`src/rtl/simd_pkg.sv`:
```
package simd_pkg;

  typedef enum logic [2:0] {
    OP_MOV = 3'd0,
    OP_ADD = 3'd1,
    OP_SUB = 3'd2,
    OP_AND = 3'd3,
    OP_OR  = 3'd4,
    OP_XOR = 3'd5,
    OP_SHL = 3'd6,
    OP_NOP = 3'd7
  } op_e;

  typedef enum logic [1:0] {
    RG_IDLE = 2'd0,
    RG_THEN = 2'd1,
    RG_ELSE = 2'd2
  } region_e;

endpackage

```
`src/rtl/simd_lane.sv`:
```
module simd_lane
  import simd_pkg::*;
#(
  parameter int W = 32
) (
  input  logic         clk,
  input  logic         rst_n,
  input  logic         commit,
  input  op_e          op,
  input  logic [W-1:0] operand,
  output logic [W-1:0] value,
  output logic         cond
);

  logic [W-1:0] value_q;
  logic [W-1:0] value_d;
  logic [W-1:0] alu_out;

  // broadcast operation applied to this lane's register
  always_comb begin
    unique case (op)
      OP_MOV:  alu_out = operand;
      OP_ADD:  alu_out = value_q + operand;
      OP_SUB:  alu_out = value_q - operand;
      OP_AND:  alu_out = value_q & operand;
      OP_OR:   alu_out = value_q | operand;
      OP_XOR:  alu_out = value_q ^ operand;
      OP_SHL:  alu_out = value_q << operand;
      default: alu_out = value_q;
    endcase
  end

  // write enable: a masked lane holds its value
  always_comb begin
    value_d = value_q;
    if (commit) value_d = alu_out;
  end

  always_ff @(posedge clk or negedge rst_n) begin
    if (!rst_n) value_q <= '0;
    else        value_q <= value_d;
  end

  assign value = value_q;
  assign cond  = ($signed(value_q) > $signed({W{1'b0}}));

endmodule

```
`src/rtl/simd_popcnt.sv`:
```
module simd_popcnt #(
  parameter int N  = 8,
  parameter int CW = $clog2(N + 1)
) (
  input  logic [N-1:0]  bits,
  output logic [CW-1:0] count
);

  always_comb begin
    count = '0;
    for (int i = 0; i < N; i++) begin
      count = count + CW'(bits[i]);
    end
  end

endmodule

```
`src/rtl/simd_mask_ctrl.sv`:
```
module simd_mask_ctrl
  import simd_pkg::*;
#(
  parameter int LANES = 8
) (
  input  logic             clk,
  input  logic             rst_n,
  input  logic             br_begin,
  input  logic             br_else,
  input  logic             br_end,
  input  logic [LANES-1:0] cond,
  output logic [LANES-1:0] active,
  output region_e          region,
  output logic             seq_err
);

  region_e          region_q, region_d;
  logic [LANES-1:0] cond_q, cond_d;
  logic             err_q, err_d;
  logic             any_ctl, multi_ctl;
  logic             ok_begin, ok_else, ok_end;

  assign any_ctl   = br_begin | br_else | br_end;
  assign multi_ctl = (br_begin & br_else) | (br_begin & br_end) | (br_else & br_end);

  assign ok_begin = br_begin & ~multi_ctl & (region_q == RG_IDLE);
  assign ok_else  = br_else  & ~multi_ctl & (region_q == RG_THEN);
  assign ok_end   = br_end   & ~multi_ctl & (region_q != RG_IDLE);

  always_comb begin
    region_d = region_q;
    cond_d   = cond_q;
    err_d    = any_ctl & ~(ok_begin | ok_else | ok_end);
    if (ok_begin) begin
      region_d = RG_THEN;
      cond_d   = cond;
    end else if (ok_else) begin
      region_d = RG_ELSE;
    end else if (ok_end) begin
      region_d = RG_IDLE;
    end
  end

  always_ff @(posedge clk or negedge rst_n) begin
    if (!rst_n) begin
      region_q <= RG_IDLE;
      cond_q   <= '0;
      err_q    <= 1'b0;
    end else begin
      region_q <= region_d;
      cond_q   <= cond_d;
      err_q    <= err_d;
    end
  end

  always_comb begin
    unique case (region_q)
      RG_THEN: active = cond_q;
      RG_ELSE: active = ~cond_q;
      default: active = '1;
    endcase
  end

  assign region  = region_q;
  assign seq_err = err_q;

endmodule

```
`src/rtl/simd_mask_unit.sv`:
```
module simd_mask_unit
  import simd_pkg::*;
#(
  parameter int LANES = 8,
  parameter int W     = 32,
  localparam int CW   = $clog2(LANES + 1),
  localparam int BW   = LANES * W
) (
  input  logic          clk,
  input  logic          rst_n,
  input  logic          issue,
  input  logic [2:0]    opcode,
  input  logic          br_begin,
  input  logic          br_else,
  input  logic          br_end,
  input  logic [BW-1:0] operand,
  output logic [BW-1:0] result,
  output logic [LANES-1:0] lane_mask,
  output logic [CW-1:0] useful_cnt,
  output logic          seq_err
);

  op_e              op;
  region_e          region;
  logic [LANES-1:0] cond;
  logic [LANES-1:0] active;
  logic [CW-1:0]    pop;
  logic [CW-1:0]    cnt_q, cnt_d;

  assign op = op_e'(opcode);

  simd_mask_ctrl #(.LANES(LANES)) u_ctrl (
    .clk      (clk),
    .rst_n    (rst_n),
    .br_begin (br_begin),
    .br_else  (br_else),
    .br_end   (br_end),
    .cond     (cond),
    .active   (active),
    .region   (region),
    .seq_err  (seq_err)
  );

  for (genvar g = 0; g < LANES; g++) begin : g_lane
    simd_lane #(.W(W)) u_lane (
      .clk     (clk),
      .rst_n   (rst_n),
      .commit  (issue & active[g]),
      .op      (op),
      .operand (operand[g*W +: W]),
      .value   (result[g*W +: W]),
      .cond    (cond[g])
    );
  end

  simd_popcnt #(.N(LANES), .CW(CW)) u_pop (
    .bits  (active),
    .count (pop)
  );

  always_comb begin
    cnt_d = '0;
    if (issue) cnt_d = pop;
  end

  always_ff @(posedge clk or negedge rst_n) begin
    if (!rst_n) cnt_q <= '0;
    else        cnt_q <= cnt_d;
  end

  assign useful_cnt = cnt_q;
  assign lane_mask  = active;

endmodule

```
`config.mk`:
```
export PLATFORM = sky130hd
export DESIGN_NAME = simd_mask_unit
export DESIGN_NICKNAME = d
export VERILOG_FILES = /design/src/rtl/simd_pkg.sv /design/src/rtl/simd_lane.sv /design/src/rtl/simd_popcnt.sv /design/src/rtl/simd_mask_ctrl.sv /design/src/rtl/simd_mask_unit.sv
export SDC_FILE = /design/constraint.sdc
export NUM_CORES = 2
export LEC_CHECK = 0
export BUFFER_PORTS_ARGS = -buffer_cell sky130_fd_sc_hd__buf_2
export CAP_MARGIN = 25
export CORE_ASPECT_RATIO = 1.4
export CORE_MARGIN = 5
export CORE_UTILIZATION = 40
export DETAILED_ROUTE_END_ITERATION = 8
export GPL_ROUTABILITY_DRIVEN = 1
export PLACE_DENSITY = 0.53
export SLEW_MARGIN = 10
export SYNTH_ARGS = -nofsm -noshare
export SYNTH_HDL_FRONTEND = slang
export SYNTH_HIERARCHICAL = 1
export SYNTH_SLANG_ARGS = --single-unit
export TNS_END_PERCENT = 30
```
`constraint.sdc`:
```
create_clock -name clk -period 9.6 [get_ports clk]
set_clock_uncertainty 0.05 [all_clocks]
set_input_delay 0 -clock clk [delete_from_list [all_inputs] [get_ports clk]]
set_output_delay 0 -clock clk [all_outputs]
set_load 0.01 [all_outputs]
```
* Word-level counts from Yosys, hierarchy flattened
Index checks and enable logic that the tools add are counted.
Cells by class: add/subtract/negate cells 23, magnitude comparators 8, equal/unequal tests 8, shift operators 8, multiplexer cells 13, bitwise gates (word level) 51, reduce and logical (&&, ||, !) cells 13
Operators with widths (number):
- 32-bit one-hot mux with 7 select lines | 8
- 32-bit adder | 8
- 32-bit bitwise AND | 8
- 32-bit by 1-bit > comparator with 1-bit output, second input constant | 8
- 32-bit bitwise OR | 8
- 32-bit by 32-bit << shifter with 32-bit output | 8
- 32-bit subtractor | 8
- 32-bit XOR | 8
- 4-bit by 1-bit adder with 4-bit output | 6
- 1-bit bitwise AND | 18
- 8-bit one-hot mux with 2 select lines | 1
- 2-bit AND reduction | 8
- 3-bit equality test, second input constant | 3
- 8-bit NOT | 1
- 7-bit nonzero test | 1
- 3-bit by 2-bit equality test with 1-bit output, second input constant | 2
- 2-bit 2-to-1 mux | 3
- 1-bit bitwise OR | 6
- 4-bit 2-to-1 mux | 1
- 3-bit by 1-bit equality test with 1-bit output, second input constant | 1
- 3-bit zero test | 1
- 3-bit nonzero test | 1
- 1-bit by 1-bit adder with 2-bit output | 1
- 2-bit by 1-bit equality test with 1-bit output, second input constant | 1
- 4 further kinds | 5
Word-level totals: register bits 271, output and inout bits 269, logic and storage cells 136

* Longest topological paths before layout
depth after elaboration 10, mapped depth 21, mapped depth without buffers 18

* Hierarchy
Netlist, hierarchy kept.
By module, submodules not included:
- simd_lane (g_lane[3].u_lane ...) | instances 5, cells an instance 1052, area each 7756.2 sq um, seq. area each 800.8 sq um
- simd_lane (g_lane[0].u_lane) | instances 1, cells an instance 1036, area each 7613.6 sq um, seq. area each 800.8 sq um
- simd_lane (g_lane[2].u_lane) | instances 1, cells an instance 1038, area each 7586.0 sq um, seq. area each 800.8 sq um
- simd_lane (g_lane[1].u_lane) | instances 1, cells an instance 1034, area each 7407.1 sq um, seq. area each 800.8 sq um
- simd_mask_ctrl | instances 1, cells an instance 59, area each 669.4 sq um, seq. area each 275.3 sq um
- simd_mask_unit | instances 1, cells an instance 17, area each 196.4 sq um, seq. area each 100.1 sq um
- simd_popcnt | instances 1, cells an instance 24, area each 190.2 sq um, seq. area each 0.0 sq um

* Worst setup path after synthesis
No wires, ideal clock.
kind input-to-reg, start input port operand[32], end register g_lane[1].u_lane.value_q[31], arrival time 4240 ps, data required time 9411 ps, slack 5171 ps, stages on the path 19, path buffers 2, cell sequence inv_1 buf_1 clkbuf_1 ha_1 nand2_1 o41ai_1 o21ai_0 xnor2_1 ha_1 a211oi_1 nor2_1 o41ai_1 nand2_1 a31oi_1 o21ai_0 a41o_1 o31ai_1 xnor2_1 o221ai_1
On the way: cells in the longest elaborated chain, start to end 2, elaborated cells on any way between the ends 4, those cells by class add/sub (2); shift (1); mux (1)
RTL lines:
- from (decl) | RTL line simd_mask_unit.sv:16 | input logic [BW-1:0] operand,
- 32-bit subtractor, or another cell as far along | RTL line simd_lane.sv:24 | OP_SUB: alu_out = value_q - operand;
- 32-bit one-hot mux with 7 select lines * | RTL line simd_lane.sv:21 | unique case (op)
- to (signal assigned) | RTL line simd_lane.sv:41 | else value_q <= value_d;
- to (decl) | RTL line simd_lane.sv:15 | logic [W-1:0] value_q;
Mark *: on every way between the ends. The rest lies on a longest branch, timed or not. A chain may end at the register's enable or synchronous reset.

* Worst setup path after layout
start input port opcode[0], end register g_lane[4].u_lane.value_q[31]
On the way: cells in the longest elaborated chain, start to end 3, elaborated cells on any way between the ends 10, those cells by class eq/ne (6); mux (1); reduce/logical (3)
RTL lines:
- from (decl) | RTL line simd_mask_unit.sv:12 | input logic [2:0] opcode,
- 3-bit by 1-bit equality test with 1-bit output, or another cell as far along | RTL line simd_lane.sv:21
- 7-bit nonzero test (no line)
- 2-bit AND reduction (no line)
- to (signal assigned) | RTL line simd_lane.sv:41
- to (decl) | RTL line simd_lane.sv:15
Parallel ways exist; a longest one is shown, timed or not.

==> impl_metrics.py <==
metrics = {
    "placement": {
        "pre_cts_slack_ps": 4340,
        "port_buffers": 533,
        "hpwlAfterDp_um": 217000,
        "placed_cells": 10600,
        "place_congestion": 0.991,
    },
    "timing": {
        "fin_ws_ps": 3860,
        "fmax_mhz": 174,
        "hold-worst-slack_ps": 32.0,
        "slew_viol_final": 0,
        "max-slew-margin-rel_pct": 25.0,
        "tns_ps": 0,
        "fin_crit_sh_pct": 59.8,
        "hold_viol_final": 0,
        "rsz0062_at_grt": "false",
        "setup_violations": 0,
        "fin_crit_ps": 5740,
        "worst_pin_slew_ps": 1120,
    },
    "setup_path": {
        "r2r_cells": 14,
        "critPathLaunch": "opcode[0]",
        "cp.depth": 18,
        "critPathCaptureType": "flop",
        "required_ps": 10090,
        "cp.arrival_ps": 6230,
        "crit_end": "g_lane[4].u_lane/value[31]",
        "path_cells": "dlygate4sd3_1 -> buf_8 -> buf_4 -> or2_2 -> a21oi_1 -> o21ai_0 -> xnor2_1 -> ha_1 -> nand4_1 -> o22ai_1 -> nor3_1 -> a211oi_1 -> o2111ai_1 -> nor3b_1 -> a32oi_1 -> dlygate4sd3_1 -> o21ai_1 -> dlygate4sd3_1",
        "critical_path_class": "in2reg",
        "r2r-start": "u_ctrl/region[1]",
        "crit_path_max_incr_delay_ps": 760,
        "cp-start-kind": "primary input",
        "reg2reg_slack_ps": 5130,
        "worstReg2RegEnd": "useful_cnt[2]",
        "cpMaxStageDelayCell": "a211oi_1",
        "crit_buf_inv": 5,
        "critical_path_peak_fanout": 58,
        "path_delay_family": "buffers and inverters",
        "path_common_cell": "dlygate4sd3_1",
    },
    "clock_network": {
        "cts_tree": "done",
        "htreeDepth": 2,
        "cts.clk_slew.worst_paths_ps": 60,
        "clkLatencyLatePin_ps": 660,
        "cts_buffers": 45,
        "ctsHoldBuffers": 242,
        "max-clock-path-buffers": 3,
        "cts_sinks": 271,
        "cts-resized-gates": 0,
        "clockRootBuffer": "clkbuf_16",
        "cts_setup_buffers": 0,
    },
    "synthesis": {
        "yosys-top-cells-area": "ha_1 16%, dfrtp_1 11%, a21oi_1 7.7%",
        "avgSynthCellArea_um2": 7.37,
        "async_reset_ff_share_pct": 100,
        "ys_seq_area_share_pct": 10.9,
        "netlist.area_leader.share_pct": 15.5,
        "yosys.area.top_type": "ha_1",
        "yosys_warnings": 6,
        "synthFlopType": "dfrtp_1",
        "synthesis.nets": 9519,
        "syn_area_um2": 62400,
        "synth_edf_count": 0,
        "synthCells": 8468,
        "synth_cell_type_count": 105,
        "ys_seq_elements": 271,
    },
    "routing": {
        "route.vias.total": 70400,
        "wl_per_cell_um": 26.8,
        "drcViolationCount": 0,
        "dr.pass1.iters": 6,
        "first_iter_violations": 6221,
        "wirelength_um": 295000,
        "via_per_inst": 6.41,
        "antenna_left": 0,
    },
    "global_routing": {
        "grt_max_degree": 67,
        "overflow": 0,
        "grt_first_pass_wirelength_um": 437000,
        "grt_pass1_vias": 68400,
        "antenna_found_initial": 40,
        "grt_usage_pct": 33.9,
    },
    "layout": {
        "nFillCells": 16000,
        "seqCellArea_um2": 6780,
        "nNetsFinal": 9883,
        "area_growth_pct": 12.5,
        "multi_input_area_um2": 50900,
        "drive_above_1_share_pct": 12.4,
        "instances_no_fill": 11000,
    },
    "power_and_ir_drop": {
        "powerDensity_nw_per_um2": 264,
        "power_mw": 18.6,
        "p_leak_nw": 30.1,
        "vdd_drop_max_mv": 0.210,
    },
    "die": {
        "start_util_pct": 40.3,
        "dieArea_um2": 164000,
        "core_um2": 155000,
        "rows": 171,
        "dieHeight_um": 477,
        "io_pins": 534,
        "die_w_um": 344,
    },
    "min_path": {
        "min_path_type": "in2reg",
    },
    "status": {
        "status": "finished clean",
    },
    "job": {
        "maxCapViolCount": 0,
    },
}
## cell usage after synthesis, types with 89 or more instances
master,instances
a211oi_1,142
a21o_1,90
a21oi_1,956
a31oi_1,116
clkbuf_1,388
dfrtp_1,271
ha_1,774
inv_1,585
mux2i_1,246
mux4_2,159
nand2_1,721
nand2b_1,276
nand3_1,112
nor2_1,501
nor3_1,180
nor4_1,89
o21ai_0,617
o221ai_1,126
o22ai_1,424
xnor2_1,360
## where the power goes
part	switching (mW)	leakage [nW]	internal (mW)	total (mW)
Combinational	7.64	26.1	5.26	12.9
Sequential	2.03	3.24	1.68	3.70
Clock	0.784	0.786	1.17	1.95
Total	10.4	30.1	8.10	18.6
## cells by family (layout without fill, tap and decap cells)
| family | Yosys count | in the layout | share of synthesized area, % |
|---|---|---|---|
| and+or+nand+nor | 2325 | 2325 | 18.7 |
| other | 0 | 39 | 0 |
| AOI/OAI and AO/OA | 3041 | 3041 | 30.3 |
| muxes | 452 | 452 | 10.6 |
| xor gates and xnor gates | 419 | 419 | 5.88 |
| buffers and inverters | 1174 | 1573 | 7.74 |
| adders and majority gates | 786 | 786 | 15.9 |
| DFF | 271 | 271 | 10.9 |
## worst reg2reg max path, cell delays in order (launching register included)
cell and delay, ps:
dfrtp_1 400, inv_1 130, ha_1 460, mux2i_1 140, nand2_1 180, inv_1 90, fa_1 630, fa_1 470
fa_1 450, inv_1 70, ha_1 160, inv_1 70, fa_1 430, xnor2_1 470, and2_2 240
## metrics by stage
step | util, % | instance area [um^2]
finish | 45.3 | 70200
global route | 45.2 | 70200
CTS | 45.2 | 70100
detailed placement | 42.6 | 66100
global placement | 42.6 | 66000
floorplan | - | 62400
## layer usage
layer	global-route usage, %	vias up	wire, um
li1	-	32200	-
met1	41.7	34200	116000
met2	56.8	3190	138000
met3	5.86	826	22600
met4	17.1	16	17400
met5	0	-	89
## worst min path at each step
stage               cells past startpoint    startpoint                    endpoint  slack, ps
floorplan                               0         rst_n   g_lane[0].u_lane/value[0]       -350
global placement                        1         rst_n   g_lane[4].u_lane/value[7]       -100
detailed placement                      1         rst_n   g_lane[4].u_lane/value[7]       -100
CTS                                     8  operand[190]  g_lane[5].u_lane/value[30]          2
global route                            3    operand[3]   g_lane[0].u_lane/value[3]         60
finish                                  8  operand[190]  g_lane[5].u_lane/value[30]         30
## final cells by class
cell class / instances / area share, %
clock inverters: 14 / 0.394
flip-flops and latches: 271 / 9.66
inverters: 607 / 3.24
multi-input cells: 7023 / 72.4
clock buffers: 68 / 1.90
repair buffers: 884 / 8.52
well taps: 2076 / 3.70
diodes: 39 / 0.139
## sequential cells by signal (all words and copies together), names as in the netlist
name and cells:
useful_cnt 4, g_lane.u_lane/value 256, u_ctrl/region 2, u_ctrl/seq_err 1
u_ctrl/cond_q 8
## placed cells by master (no fill, tap or decap), types with 89 or more instances in the layout
cell type      synthesis  final
inv_1                585    585
a211oi_1             142    142
a21o_1                90     90
buf_4                  5    104
nand2b_1             276    276
dfrtp_1              271    271
mux4_2               159    159
xnor2_1              360    360
dlygate4sd3_1          1    241
a21oi_1              956    955
a31oi_1              116    116
nand3_1              112    112
nor3_1               180    179
nand2_1              721    711
nor4_1                89     89
o21ai_0              617    617
ha_1                 774    774
nor2_1               501    501
o22ai_1              424    424
buf_2                 78    530
o221ai_1             126    126
mux2i_1              246    246
(Power assumes the default switching activity.)
